### src/rtl/vsr_pkg.sv
package vsr_pkg;
  localparam int STEP_BITS = 6;

  typedef enum logic [1:0] {
    ST_GATHER = 2'd0,
    ST_FOLD   = 2'd1,
    ST_OFFER  = 2'd2
  } vsrState_t;

  typedef struct packed {
    logic                 clear;
    logic                 accum;
    logic                 maskFirst;
    logic                 fold;
    logic [STEP_BITS-1:0] step;
  } vsrCtl_t;
endpackage

### src/rtl/vsr_ctrl.sv
module vsr_ctrl
  import vsr_pkg::*;
#(
  parameter int LANES = 8
) (
  input  logic    clk,
  input  logic    rstN,
  input  logic    inValid,
  input  logic    inLast,
  input  logic    resReady,
  output logic    inReady,
  output logic    resValid,
  output logic    donePulse,
  output vsrCtl_t ctl
);
  localparam int PASSES = $clog2(LANES);
  localparam logic [STEP_BITS-1:0] LAST_STEP = STEP_BITS'(PASSES - 1);

  vsrState_t state;
  logic firstChunk;
  logic [STEP_BITS-1:0] foldStep;
  logic doneQ;

  assign inReady   = (state == ST_GATHER);
  assign resValid  = (state == ST_OFFER);
  assign donePulse = doneQ;

  always_comb begin
    ctl.accum     = inReady && inValid;
    ctl.maskFirst = firstChunk;
    ctl.fold      = (state == ST_FOLD);
    ctl.step      = foldStep;
    ctl.clear     = resValid && resReady;
  end

  always_ff @(posedge clk) begin
    if (!rstN) begin
      state      <= ST_GATHER;
      firstChunk <= 1'b1;
      foldStep   <= '0;
      doneQ      <= 1'b0;
    end else begin
      doneQ <= 1'b0;
      unique case (state)
        ST_GATHER: if (inValid) begin
          firstChunk <= 1'b0;
          if (inLast) begin
            state    <= ST_FOLD;
            foldStep <= '0;
          end
        end
        ST_FOLD: begin
          if (foldStep == LAST_STEP) begin
            state <= ST_OFFER;
            doneQ <= 1'b1;
          end else begin
            foldStep <= foldStep + 1'b1;
          end
        end
        ST_OFFER: if (resReady) begin
          state      <= ST_GATHER;
          firstChunk <= 1'b1;
        end
        default: state <= ST_GATHER;
      endcase
    end
  end

  // the last chunk closes the input port
  a_r6_close_after_last: assert property (@(posedge clk) disable iff (!rstN)
    (inValid && inReady && inLast) |=> !inReady);
  // the final fold pass yields the result
  a_r5_fold_ends: assert property (@(posedge clk) disable iff (!rstN)
    (ctl.fold && ctl.step == LAST_STEP) |=> resValid);
  // done marks the first result cycle only
  a_r7_done_on_rise: assert property (@(posedge clk) disable iff (!rstN)
    $rose(resValid) |-> donePulse);
  a_r7_done_single: assert property (@(posedge clk) disable iff (!rstN)
    donePulse |=> !donePulse);
  // result stays offered until taken
  a_r8_hold_valid: assert property (@(posedge clk) disable iff (!rstN)
    (resValid && !resReady) |=> resValid);
endmodule

### src/rtl/vsr_datapath.sv
module vsr_datapath
  import vsr_pkg::*;
#(
  parameter int LANES  = 8,
  parameter int LANE_W = 32
) (
  input  logic                      clk,
  input  logic                      rstN,
  input  vsrCtl_t                   ctl,
  input  logic [LANES*LANE_W-1:0]   inData,
  input  logic [$clog2(LANES):0]    inLen,
  output logic [LANE_W-1:0]         sumOut
);
  localparam int PASSES = $clog2(LANES);
  localparam int LEN_W  = PASSES + 1;

  logic [LANE_W-1:0] part     [LANES];
  logic [LANE_W-1:0] addend   [LANES];
  logic [LANE_W-1:0] foldNext [LANES];
  logic [LANE_W-1:0] foldCand [LANES][PASSES];

  for (genvar i = 0; i < LANES; i++) begin : g_lane
    logic laneOn;
    assign laneOn    = !ctl.maskFirst || (inLen == '0) || (LEN_W'(i) < inLen);
    assign addend[i] = laneOn ? inData[i*LANE_W +: LANE_W] : '0;

    for (genvar s = 0; s < PASSES; s++) begin : g_pass
      if (i < (LANES >> (s + 1))) begin : g_fold
        assign foldCand[i][s] = part[i] + part[i + (LANES >> (s + 1))];
      end else begin : g_keep
        assign foldCand[i][s] = part[i];
      end
    end

    always_comb begin
      foldNext[i] = part[i];
      for (int s = 0; s < PASSES; s++) begin
        if (ctl.step == STEP_BITS'(s)) foldNext[i] = foldCand[i][s];
      end
    end

    always_ff @(posedge clk) begin
      if (!rstN || ctl.clear) part[i] <= '0;
      else if (ctl.accum)     part[i] <= part[i] + addend[i];
      else if (ctl.fold)      part[i] <= foldNext[i];
    end
  end

  assign sumOut = part[0];

  // taking the result empties the partial sums
  a_r9_clear_empties: assert property (@(posedge clk) disable iff (!rstN)
    ctl.clear |=> (part[0] == '0 && part[LANES-1] == '0));
  // without a strobe from control the sum does not move
  a_r8_sum_steady: assert property (@(posedge clk) disable iff (!rstN)
    !(ctl.clear || ctl.accum || ctl.fold) |=> $stable(sumOut));
  // strobes from control never overlap
  a_r2_one_strobe: assert property (@(posedge clk) disable iff (!rstN)
    $onehot0({ctl.clear, ctl.accum, ctl.fold}));
endmodule

### src/rtl/vec_sum_reducer.sv
module vec_sum_reducer
  import vsr_pkg::*;
#(
  parameter int LANES  = 8,
  parameter int LANE_W = 32
) (
  input  logic                    clk,
  input  logic                    rstN,
  input  logic                    inValid,
  output logic                    inReady,
  input  logic [LANES*LANE_W-1:0] inData,
  input  logic [$clog2(LANES):0]  inLen,
  input  logic                    inLast,
  output logic                    resValid,
  input  logic                    resReady,
  output logic [LANE_W-1:0]       resData,
  output logic                    donePulse
);
  vsrCtl_t ctl;

  initial begin
    assert (LANES >= 2 && (LANES & (LANES - 1)) == 0 && $clog2(LANES) <= (1 << STEP_BITS))
      else $error("LANES must be a power of two of at least 2");
  end

  vsr_ctrl #(.LANES(LANES)) uCtrl (
    .clk(clk), .rstN(rstN), .inValid(inValid), .inLast(inLast),
    .resReady(resReady), .inReady(inReady), .resValid(resValid),
    .donePulse(donePulse), .ctl(ctl)
  );

  vsr_datapath #(.LANES(LANES), .LANE_W(LANE_W)) uData (
    .clk(clk), .rstN(rstN), .ctl(ctl), .inData(inData), .inLen(inLen),
    .sumOut(resData)
  );
endmodule

### config.mk
export PLATFORM = sky130hd
export DESIGN_NAME = vec_sum_reducer
export DESIGN_NICKNAME = d
export VERILOG_FILES = /design/src/rtl/vsr_pkg.sv /design/src/rtl/vsr_ctrl.sv /design/src/rtl/vsr_datapath.sv /design/src/rtl/vec_sum_reducer.sv
export SDC_FILE = /design/constraint.sdc
export NUM_CORES = 1
export LEC_CHECK = 0
export BUFFER_PORTS_ARGS = -buffer_cell sky130_fd_sc_hd__buf_2
export CORE_MARGIN = 5
export CORE_UTILIZATION = 40
export DETAILED_ROUTE_END_ITERATION = 6
export PLACE_DENSITY_LB_ADDON = 0.05
export REMOVE_ABC_BUFFERS = 1
export SLEW_MARGIN = 10
export SYNTH_ARGS = -nofsm -noshare
export SYNTH_HDL_FRONTEND = slang
export SYNTH_HIERARCHICAL = 1
export SYNTH_SLANG_ARGS = --single-unit
### constraint.sdc
create_clock -name clk -period 8.05 [get_ports clk]
set_clock_uncertainty 0.05 [all_clocks]
set_input_delay 1.2075 -clock clk [delete_from_list [all_inputs] [get_ports clk]]
set_output_delay 1.2075 -clock clk [all_outputs]
set_load 0.05 [all_outputs]
# [Yosys cells after proc, flatten, opt, wreduce, memory -nomap -nowiden]
# Memories as Yosys holds them, arrays and structs flattened.
# Cells that the tools add are included.
[totals] ff_bits=10 latchBits=0 mem_bits_rw=256 mem_bits_ro=0 inputBits=265 elab_cells=135 n_memories=1
[mem_list] name="uData.part" words=8 word_bits=32 rd=8 rd_ports_with_merged_regs=0 wr=8 line="vsr_datapath.sv:17" rtl="logic [LANE_W-1:0] part [LANES];"
[op_classes] n_addsub=16 multipliers=0 n_div=0 magnitude_cmp=8 eq_ne=9 n_shift=0 n_mux=58 bitwise_logic=16 n_reduce_logical=23
[op_table] operator="$mux W32" n=36
[op_table] operator="$add A32 B32 Y32" n=15
[op_table] operator="$mux W6" n=3
[op_table] operator="$lt A3 B4 Y1 const A" n=4
[op_table] operator="$or A1 B1 Y1" n=16
[op_table] operator="$mux W1" n=12
[op_table] operator="$pmux W6 S2" n=1
[op_table] operator="$logic_or A1 B1 Y1" n=10
[op_table] operator="$lt A1 B4 Y1 const A" n=2
[op_table] operator="$lt A2 B4 Y1 const A" n=2
[op_table] operator="$mux W2" n=4
[op_table] operator="$ne A2 B2 Y1 const B" n=4
[op_table] operator="$reduce_and A4 Y1" n=2
[op_table] operator="$add A6 B1 Y6 const B" n=1
[op_table] operator="$eq A6 B1 Y1 const B" n=1
[op_table] operator="$eq A6 B2 Y1 const B" n=1
[op_table] operator="$logic_not A6 Y1" n=1
[op_table] operator="$pmux W2 S3" n=1
[op_table] operator="$logic_not A4 Y1" n=1
[op_table] operator="$reduce_bool A2 Y1" n=2
[op_table] operator="$reduce_and A3 Y1" n=1
[op_table] operator="$eq A2 B1 Y1 const B" n=1
[op_table] operator="$eq A2 B2 Y1 const B" n=1
[op_table] operator="$logic_and A1 B1 Y1" n=2
[op_table] operator="5 further kinds" n=6

# [Longest topological paths before layout]
# Gate-level depths: netlist (run 1).
[depth] ltp_word=7 depth_mapped=21 ltp_nobuf=19

# [Cells and area by module]
# The synthesis (run 1) kept the hierarchy.
[modules_own_cells] mod="vsr_datapath" instances=1 cells_each=3359 area_per_inst_um2=29209.3 seq_area_each_um2=7687.4
[modules_own_cells] mod="vsr_ctrl" instances=1 cells_each=69 area_per_inst_um2=578.1 seq_area_each_um2=200.2

# [Least setup slack after synthesis (run 1)]
# Ideal clock, no wire load.
[synth_path] kind="register to register" start="register, netlist name uCtrl/foldStep[5]" end="memory uData.part[3][4] (netlist: uData/part[0][100]) (enable)" setup_ns=0.581 arrival_ns=5.600 t_required_ns=7.419 setup_slack_ns=1.819 stages_incl_launch_ff=4 path_buffers=0 synth_period_minus_slack_ns=6.231 path_cell_list="dfxtp_1 nor4_1 nand2_1 o31ai_1"
[synth_lines] item="end, declared" line="vsr_datapath.sv:17"

==> results of run 1 <==
==> kinds of logic after synthesis <==
group | count (synthesis) | synth area share [%]
AOI/OAI and AO/OA | 1155 | 25.0
xor gates and xnor gates | 320 | 9.41
adders and majority gates | 386 | 16.5
buffers and inverters | 201 | 2.60
DFF | 266 | 26.5
muxes | 65 | 2.31
and+or+nand+nor | 1035 | 17.7
==> path summary, 6_finish.rpt <==
kind                                       start                               to  slack (ns)  depth (start not counted)
setup / recovery                        inLen[1]  uData/part[1][30]$_SDFFCE_PP0P_        1.77                         18
hold / removal     uCtrl/firstChunk$_SDFFE_PN1P_    uCtrl/firstChunk$_SDFFE_PN1P_        0.53                          2
setup reg to reg  uCtrl/foldStep[4]$_SDFFE_PN0P_      uData/part[0][30]$_DFFE_PP_        2.33                         20
hold reg to reg    uCtrl/firstChunk$_SDFFE_PN1P_    uCtrl/firstChunk$_SDFFE_PN1P_        0.53                          2
==> critical path, cell delays in order <==
cell and delay [ns]:
buf_2 0.28, nor3_1 0.11, nor3b_2 0.30, nand2_1 0.69
and2_1 0.46, ha_1 0.22, fa_1 0.44, a21oi_1 0.19
o21bai_1 0.13, a2111oi_0 0.48, o21bai_1 0.23, o311ai_2 0.33
o21ai_1 0.24, a221oi_2 0.42, o31ai_1 0.19, a221oi_1 0.34
xor2_1 0.19, nor2_1 0.05
==> placed cells by master, fill, tap and decap left out, drive strengths merged, types with 18 or more instances in the layout <==
cell	netlist	final
ha	374	374
buf	12	322
a21oi	318	318
nor2	287	287
edfxtp	256	256
o21ai	206	206
a21o	183	183
nand2	177	177
xnor2	163	163
xor2	157	157
and2	153	153
nor2b	125	125
o22ai	101	101
inv	94	94
nand3	64	64
o21a	56	56
nand2b	52	52
clkbuf	95	50
o21bai	45	45
nor3	44	44
mux2i	35	35
nand4	33	33
and3	33	33
a31oi	32	32
a211oi	32	32
mux2	30	30
o31ai	24	24
or3	21	21
o211ai	18	18
==> flip-flops by register name, summed over array words and instances, names as in the netlist <==
| name | count |
|---|---|
| uCtrl/donePulse | 1 |
| uCtrl/firstChunk | 1 |
| uCtrl/foldStep | 6 |
| uCtrl/state | 2 |
| uData/part | 256 |
==> through the flow <==
step | instance area [sq um] | std cells
6_report | 33600 | 4683
5_1_grt | 33600 | 4683
4_1_cts | 33600 | 4683
3_5_place_dp | 32300 | 4612
3_3_place_gp | 32300 | 4612
2_1_floorplan | 29400 | 3321
==> final cells by class <==
cell class	instances	area share [%]
inverters	94	1.06
flip-flops and latches	266	23.4
well taps	969	3.60
clock inverters	21	0.748
clock buffers	50	3.21
multi-input cells	2961	63.0
repair buffers	322	4.96
==> where the power goes <==
| part | total, W | internal [W] | leakage [nW] | switching (W) |
|---|---|---|---|---|
| clock | 0.00184 | 0.00114 | 0.656 | 0.000702 |
| combinational | 0.00348 | 0.00145 | 12.0 | 0.00203 |
| sequential | 0.00203 | 0.00179 | 2.89 | 0.000248 |
| total | 0.00735 | 0.00437 | 15.6 | 0.00298 |
==> metal layers <==
| layer | GRT usage, % | vias to the layer above | wire (um) |
|---|---|---|---|
| li1 | - | 13332 | - |
| met1 | 29.2 | 12601 | 41600 |
| met2 | 41.0 | 700 | 46700 |
| met3 | 2.76 | 110 | 4730 |
| met4 | 5.73 | 0 | 2330 |
| met5 | 0 | - | 0 |
==> metrics.csv, run 1 <==
stage,metric,value,unit
outcome,status,completed,
floorplanning,Die Y,283,um
timing,final hold vios,0,
synth,Post-Syn Area per Cell,8.69,sq um
clock_network,clk slew on worst S/H paths,0.06,ns
cells_and_area,Final Util,45.3,%
cells_and_area,layout cell share with drive strength beyond 1,12.1,%
timing,Fmax achieved,0.159,GHz
drt,vias post-DR,26743,
timing,Final TNS setup,0,ns
worst_setup_path,startpoint types,primary input,
worst_setup_path,"Req. time, crit path",8.30,ns
power,Power Total,0.00735,W
hold_path,Hold/Removal Path Class,flop to flop,
synth,"EDFF count, synth",256,
floorplanning,initial core utilization,40.1,%
floorplanning,die area,0.0800,sq mm
synth,synthesized area,0.0298,sq mm
worst_setup_path,critical path arrival,6.53,ns
synth,"Seq/Total Area, Yosys",26.5,%
placed_design,Post-DP HPWL,75200,um
worst_setup_path,worst-path fanout max,32,
timing,Slew Limit Fails,0,
placed_design,GP Congestion,0.940,
power,Leak,15.6,nW
drt,Detailed Route WL,95400,um
clock_network,hold-fix buffer count after cts,0,
synth,most frequent cell after synthesis,ha_1,
drt,Final ANT Viol Nets,0,
drt,drt pass-1 iters,7,
clock_network,worst-case clock buffer depth,3,
clock_network,clock sinks,266,
global_routing,vias in the first global route,26435,
timing,unrepaired setup endpoints after global routing,false,
drt,DRC Markers,0,
synth,fraction of registers with async set/reset,0,%
synth,Seq cells post-synth,266,
global_routing,GR Util All Layers,22.8,%
synth,Yosys cell types,83,
power,VDD IR max,0.144,mV
global_routing,antenna violations before repair,4,
clock_network,TritonCTS Buffers,39,
drt,Routed WL per cell,20.4,um
power,Pwr per Cell Area,219,mW/mm^2
clock_network,TritonCTS clock tree,yes,
placed_design,dpl ws,1.21,ns
drt,DR vias/cell,5.71,
cells_and_area,area delta synth->final,12.9,%
timing,min Tclk post-route,6.28,ns
clock_network,worst-skew pair later-pin latency,0.57,ns
job,Max Cap Violations,0,
synth,Ys Warns,6,
timing,worst setup margin,1.77,ns
placed_design,port buffer count,299,
synth,ys flop type,edfxtp_1,
drt,initial DRC count,1312,
floorplanning,Rows,100,
floorplanning,Die W,283,um
synth,Syn Inst Count,3428,
clock_network,CTS Root Cell,clkbuf_16,
global_routing,largest net degree at the start of global routing,71,
clock_network,post-CTS sizing,0,
synth,top cell type's share of synthesized area,25.8,%
synth,"top cells by area, synth","edfxtp_1 26%, ha_1 16%, a21oi_1 5.3%, xnor2_1 4.8%, xor2_1 4.6%",
synth,Commonest cells post-synth,"374 x ha_1, 317 x a21oi_1, 286 x nor2_1",
timing,Final Cycle Share,78.0,%
worst_setup_path,critical path endpoint category,flop,
cells_and_area,Nets,4335,
global_routing,global route overflow,0,
floorplanning,io pins,300,
global_routing,first-pass GRT wire length,146000,um
cells_and_area,register area,0.00789,sq mm
clock_network,Post-CTS Setup Inserts,0,
timing,slew margin rel.,27.2,%
cells_and_area,Fillers,7389,
worst_setup_path,Crit Path Category,primary input to flop,
timing,Setup Viol. Count Final,0,
cells_and_area,multi-input logic area,0.0212,sq mm
floorplanning,core area,0.0742,sq mm
synth,post-synth top area cell,edfxtp_1,
timing,Worst-Margin Slew,1.09,ns
clock_network,H-tree depth,2,
cells_and_area,Ant. Diodes,0,
timing,final hold slack,0.528,ns
(Power assumes the default switching activity.)
==> inputs of run 2 (changes only) <==
Clock period 8.05 ns to 5.4 ns, I/O delays scaled along.
==> run 2 against run 1 <==
  * Cell area grew 0.75%
  * Final cell count up 0.79%
  * Total power up 48%
  * Routed wire length increased by 1.9%
  * Flip-flop and latch count unchanged
  * Register-to-register slack worse by 2.0 ns
  * Global-route usage increased by 0.61 points
==> metrics.csv, run 2 (synthesis results as in run 1) <==
stage,metric,value,unit
hold_path,Hold/Removal Path Class,flop to flop,
worst_setup_path,critical path arrival,5.28,ns
placed_design,GP Congestion,0.942,
timing,Setup Viol. Count Final,0,
power,Pwr per Cell Area,322,mW/mm^2
drt,drt pass-1 iters,5,
cells_and_area,area delta synth->final,13.8,%
timing,Worst-Margin Slew,0.971,ns
global_routing,first-pass GRT wire length,149000,um
worst_setup_path,RR Endpoint,uData/part[0][60]$_DFFE_PP_,
worst_setup_path,crit path cell chain,nor4_1 -> buf_4 -> nand3b_1 -> buf_4 -> mux2_2 -> ha_1 -> o21ai_0 -> a2111oi_0 -> a211oi_1 -> buf_4 -> o31ai_1 -> o211ai_1 -> o21a_1 -> o21ai_0 -> a21o_1 -> a21oi_1 -> xor2_1 -> o22ai_1,
timing,Fmax achieved,0.198,GHz
drt,vias post-DR,27135,
worst_setup_path,worst-path fanout max,21,
drt,Detailed Route WL,97200,um
global_routing,global route overflow,0,
cells_and_area,Largest Register,uData/part,
floorplanning,initial core utilization,40.1,%
timing,final hold vios,0,
worst_setup_path,Top Family by Delay on Critical Path,compound AO/OA/AOI/OAI gates,
cells_and_area,most frequent cells in the layout,"374 x ha_1, 316 x a21oi_1, 299 x buf_2, 285 x nor2_1, 256 x edfxtp_1",
placed_design,port buffer count,299,
cells_and_area,top flop regs,"uData/part (256), uCtrl/foldStep (6), uCtrl/state (2)",
clock_network,CTS Root Cell,clkbuf_16,
clock_network,clock sinks,266,
timing,unrepaired setup endpoints after global routing,false,
global_routing,largest net degree at the start of global routing,86,
floorplanning,io pins,300,
drt,Final ANT Viol Nets,0,
clock_network,clk slew on worst S/H paths,0.06,ns
power,VDD IR max,0.198,mV
placed_design,dpl ws,0.0315,ns
hold_path,hold_sp,uCtrl/foldStep[5]$_SDFFE_PN0P_,
worst_setup_path,Critical Path Slowest Stage Cell,a2111oi_0,
clock_network,worst-skew pair later-pin latency,0.56,ns
worst_setup_path,critical path endpoint category,flop,
floorplanning,Rows,100,
drt,initial DRC count,1552,
timing,worst setup margin,0.349,ns
clock_network,TritonCTS clock tree,yes,
worst_setup_path,"Req. time, crit path",5.63,ns
clock_network,worst-case clock buffer depth,3,
worst_setup_path,Crit path largest cell delay,0.52,ns
clock_network,TritonCTS Buffers,40,
cells_and_area,layout cell share with drive strength beyond 1,12.9,%
global_routing,vias in the first global route,26882,
floorplanning,Die W,283,um
power,Power Total,0.0109,W
worst_setup_path,cells on worst reg2reg path,18,
worst_setup_path,"most used cell, CP",buf_4,
timing,min Tclk post-route,5.05,ns
job,Max Cap Violations,0,
clock_network,hold-fix buffer count after cts,0,
clock_network,H-tree depth,2,
drt,Routed WL per cell,20.6,um
cells_and_area,Largest register FFs,256,
hold_path,WHS Endpoint,uCtrl/foldStep[5]$_SDFFE_PN0P_,
global_routing,GR Util All Layers,23.4,%
worst_setup_path,Crit Path Category,flop to flop,
global_routing,antenna violations before repair,4,
worst_setup_path,R2R Path Start,uCtrl/foldStep[4]$_SDFFE_PN0P_,
clock_network,post-CTS sizing,0,
timing,Slew Limit Fails,0,
worst_setup_path,Crit path buffers/inverters,3,
timing,slew margin rel.,35.2,%
cells_and_area,"commonest non-fill, non-tap cell in the layout",ha_1,
placed_design,Post-DP HPWL,77500,um
floorplanning,die area,0.0800,sq mm
power,Leak,15.7,nW
cells_and_area,Ant. Diodes,0,
floorplanning,core area,0.0742,sq mm
hold_path,cell depth of the worst hold path,2,
floorplanning,Die Y,283,um
worst_setup_path,startpoint types,flop,
timing,Final Cycle Share,93.5,%
worst_setup_path,reg2reg setup slack,0.35,ns
drt,DRC Markers,0,
drt,DR vias/cell,5.75,
outcome,status,completed,
timing,final hold slack,0.519,ns
clock_network,Post-CTS Setup Inserts,0,
cells_and_area,Nets,4374,
run 2: cell count changes in the layout (fill, tap and decap cells not counted), sizes merged:
cell and change:
buf +38, clkbuf +2, bufinv -3
run 2: worst max path at each step:
stage | to | slack (ns) | startpoint | cells past startpoint
after global routing | uData/part[0][30]$_DFFE_PP_ | 0.002 | uCtrl/foldStep[4]$_SDFFE_PN0P_ | 20
after CTS | uData/part[0][30]$_DFFE_PP_ | 0.27 | uCtrl/foldStep[4]$_SDFFE_PN0P_ | 18
after detailed placement | uData/part[1][62]$_SDFFCE_PN0P_ | 0.03 | inLen[2] | 21
after floorplan | uData/part[0][88]$_DFFE_PP_ | -2.95 | inLen[2] | 19
final | uData/part[0][60]$_DFFE_PP_ | 0.35 | uCtrl/foldStep[4]$_SDFFE_PN0P_ | 18
after global placement | uData/part[1][62]$_SDFFCE_PN0P_ | 0.07 | inLen[2] | 21
run 2: metal layers:
metal / track usage, % / up-vias / wire length [um]
li1: - / 13432 / -
met1: 30.0 / 12851 / 42000
met2: 41.8 / 703 / 47500
met3: 2.21 / 149 / 4500
met4: 7.22 / 0 / 3180
met5: 0 / - / 0
run 2: final cells by class:
class,count,area [sq um]
well taps,969,1210
inverters,94,355
multi-input cells,2961,21200
flip-flops and latches,266,7890
fillers,7315,40300
clock buffers,52,1090
repair buffers,360,2000
clock inverters,18,160
run 2: worst register-to-register path, cell delays in order, from the launching register on:
cell and delay (ns):
dfxtp_1 0.37, nor4_1 0.32, buf_4 0.18, nand3b_1 0.07
buf_4 0.25, mux2_2 0.36, ha_1 0.39, o21ai_0 0.17
a2111oi_0 0.52, a211oi_1 0.14, buf_4 0.16, o31ai_1 0.42
o211ai_1 0.20, o21a_1 0.25, o21ai_0 0.31, a21o_1 0.18
a21oi_1 0.08, xor2_1 0.24, o22ai_1 0.12
run 2: report_power, final:
group	internal [W]	total (W)	switching, W	leakage, nW
Sequential	0.00266	0.00304	0.000376	2.89
Combinational	0.00221	0.00526	0.00305	12.2
Clock	0.00155	0.00261	0.00105	0.613
Total	0.00642	0.0109	0.00448	15.7
run 2: metrics by stage:
| stage | std cells | TNS [ns] | instance area, sq um | utilization [%] |
|---|---|---|---|---|
| CTS | 4720 | 0 | 33900 | 45.7 |
| finish | 4720 | 0 | 33900 | 45.7 |
| floorplan | 3321 | -315.38 | 29400 | - |
| global route | 4720 | 0 | 33900 | 45.7 |
| global placement | 4650 | 0 | 32600 | 44.0 |
| detailed placement | 4650 | 0 | 32600 | 44.0 |
==> inputs of run 3 (changes only) <==
Settings changed: ABC_AREA set to 1.
==> run 3 against run 2 <==
  * Non-clock buffer count fell by 42
  * Combinational power up 8.6%
  * Final cell count increased by 80%
  * Sequential share of layout area down 5.1 points
  * Count of clock-buffer cells in the layout is 8 higher
==> metrics.csv, run 3 <==
stage,metric,value,unit
power,Leak,25.5,nW
clock_network,post-CTS sizing,0,
timing,Final Cycle Share,74.6,%
cells_and_area,Largest Register,uData/part,
worst_setup_path,"Req. time, crit path",5.67,ns
timing,slew margin rel.,29.0,%
synth,"top cells by area, synth","nand2_1 25%, edfxtp_1 20%, inv_1 12%, ha_1 12%, nor2_1 7.2%",
clock_network,H-tree depth,2,
cells_and_area,design area,0.0435,sq mm
global_routing,global route overflow,0,
timing,unrepaired setup endpoints after global routing,false,
worst_setup_path,crit path cell chain,inv_1 -> nor2_1 -> nand3_2 -> inv_2 -> nand2_1 -> a31oi_1 -> ha_1 -> nand2_1 -> nor2_1 -> and3_1 -> nand2_1 -> nand2_1 -> nand2_1 -> nand2_1 -> nand2_1 -> nand3_1 -> nand2_1,
floorplanning,initial core utilization,40.4,%
floorplanning,Rows,114,
global_routing,first-pass GRT wire length,237000,um
synth,post-synth top area cell,nand2_1,
cells_and_area,Largest register FFs,256,
power,Pwr per Cell Area,270,mW/mm^2
global_routing,GR Util All Layers,29.7,%
timing,Final TNS setup,0,ns
cells_and_area,Nets,7847,
outcome,status,completed,
hold_path,cell depth of the worst hold path,2,
cells_and_area,most frequent cells in the layout,"2624 x nand2_1, 1284 x inv_1, 749 x nor2_1, 451 x a21oi_1, 414 x nand3_1",
hold_path,Hold/Removal Path Class,primary input to flop,
timing,Worst-Margin Slew,1.06,ns
synth,most frequent cell after synthesis,nand2_1,
cells_and_area,area delta synth->final,11.1,%
power,VDD IR max,0.190,mV
worst_setup_path,critical path arrival,4.30,ns
synth,Yosys cell types,50,
global_routing,largest net degree at the start of global routing,71,
clock_network,clk slew on worst S/H paths,0.06,ns
synth,"EDFF count, synth",256,
timing,final hold vios,0,
timing,min Tclk post-route,4.03,ns
synth,Commonest cells post-synth,"2624 x nand2_1, 1284 x inv_1, 750 x nor2_1",
clock_network,clock sinks,266,
hold_path,hold_sp,rstN,
synth,ys flop type,edfxtp_1,
cells_and_area,top flop regs,"uData/part (256), uCtrl/foldStep (6), uCtrl/state (2)",
worst_setup_path,reg2reg setup slack,1.37,ns
placed_design,placed inst area,0.0420,sq mm
timing,Slew Limit Fails,0,
clock_network,hold-fix buffer count after cts,0,
placed_design,port buffer count,299,
worst_setup_path,R2R Path Start,uCtrl/foldStep[0]$_SDFFE_PN0P_,
floorplanning,die area,0.104,sq mm
worst_setup_path,startpoint types,flop,
global_routing,vias in the first global route,40471,
placed_design,Post-DP HPWL,135000,um
worst_setup_path,worst-path fanout max,61,
worst_setup_path,Crit Path Category,flop to flop,
synth,fraction of registers with async set/reset,0,%
worst_setup_path,cells on worst reg2reg path,17,
timing,Setup Viol. Count Final,0,
cells_and_area,"commonest non-fill, non-tap cell in the layout",nand2_1,
synth,synthesized area,0.0391,sq mm
worst_setup_path,critical path endpoint category,flop,
synth,Seq cells post-synth,266,
clock_network,worst-case clock buffer depth,3,
drt,initial DRC count,3663,
drt,Final ANT Viol Nets,0,
floorplanning,Die W,323,um
drt,drt pass-1 iters,6,
worst_setup_path,Crit path largest cell delay,0.65,ns
clock_network,worst-skew pair later-pin latency,0.59,ns
timing,final hold slack,0.426,ns
placed_design,GP Congestion,0.982,
synth,Ys Warns,6,
drt,Routed WL per cell,18.8,um
floorplanning,Die Y,323,um
drt,DRC Markers,0,
global_routing,antenna violations before repair,3,
floorplanning,io pins,300,
clock_network,Post-CTS Setup Inserts,0,
job,Max Cap Violations,0,
clock_network,TritonCTS clock tree,yes,
drt,Detailed Route WL,160000,um
timing,Fmax achieved,0.248,GHz
synth,"Seq/Total Area, Yosys",20.2,%
hold_path,WHS Endpoint,uCtrl/firstChunk$_SDFFE_PN1P_,
cells_and_area,Fillers,10851,
floorplanning,core area,0.0969,sq mm
drt,vias post-DR,43355,
synth,Syn Inst Count,6915,
worst_setup_path,RR Endpoint,uData/part[0][21]$_DFFE_PP_,
worst_setup_path,"most used cell, CP",nand2_1,
cells_and_area,Ant. Diodes,0,
drt,DR vias/cell,5.10,
synth,Post-Syn Area per Cell,5.66,sq um
clock_network,CTS Root Cell,clkbuf_16,
synth,top cell type's share of synthesized area,25.2,%
cells_and_area,layout cell share with drive strength beyond 1,6.27,%
worst_setup_path,Critical Path Slowest Stage Cell,inv_2,
clock_network,TritonCTS Buffers,42,
==> run 3: kinds of logic after synthesis <==
kind of cell    after synthesis  synth area share [%]
flops                       266                  20.2
xor+xnor                     47                  1.05
fa+ha+maj                   386                  12.6
simple gates               4042                  41.9
buf+inv                    1377                  13.4
compound gates              797                  10.9
==> run 3: through the flow <==
step                power, W  util, %  worst slack, ns  std cells
floorplan            0.00691        -           -0.782       6834
global placement     0.00880     43.4             1.05       8428
detailed placement   0.00882     43.4            0.959       8428
CTS                   0.0117     44.9             1.51       8506
global route          0.0126     44.9             1.01       8506
finish                0.0118     44.9             1.37       8506
==> run 3: how the worst max path moves through the flow <==
stage,from,end,slack [ns],depth (start not counted)
after floorplan,uCtrl/state[0]$_SDFFE_PN0P_,uData/part[0][100]$_DFFE_PP_,-0.78,9
after global placement,inLen[1],uData/part[0][80]$_DFFE_PP_,1.05,19
after detailed placement,inLen[1],uData/part[0][80]$_DFFE_PP_,0.96,19
after CTS,uCtrl/foldStep[0]$_SDFFE_PN0P_,uData/part[0][20]$_DFFE_PP_,1.51,19
after global routing,uCtrl/foldStep[0]$_SDFFE_PN0P_,uData/part[0][29]$_DFFE_PP_,1.01,17
final,uCtrl/foldStep[0]$_SDFFE_PN0P_,uData/part[0][21]$_DFFE_PP_,1.37,17
==> run 3: cell type report <==
class | count | area [sq um] | area share [%]
multi-input combinational | 5272 | 26000 | 59.9
sequential | 266 | 7890 | 18.2
inverter | 1296 | 4870 | 11.2
timing repair buffer | 318 | 1660 | 3.83
tap | 1276 | 1600 | 3.67
clock buffer | 60 | 1280 | 2.94
clock inverter | 18 | 144 | 0.331
==> run 3: critical path, delay by kind of cell, from the launching register on <==
kind,cells,cell delay [ns]
AND/OR/NAND/NOR,13,1.95
buffers and inverters,2,0.74
flip-flops,1,0.48
AO/OA/AOI/OAI,1,0.28
adder cells (fa/ha/maj),1,0.25
==> run 3: power by group <==
group	switching, W	internal (W)	total [W]
Clock	0.00113	0.00174	0.00286
Combinational	0.00388	0.00184	0.00571
Sequential	0.000547	0.00263	0.00318
==> run 3: per-layer routing <==
metal / vias up / global-route usage, % / share of wire [%]
met5: - / 0 / 0.0087
met4: 2 / 9.75 / 3.7
met3: 201 / 4.35 / 7.3
li1: 22329 / - / -
met2: 1422 / 48.8 / 44
met1: 19401 / 40.3 / 45
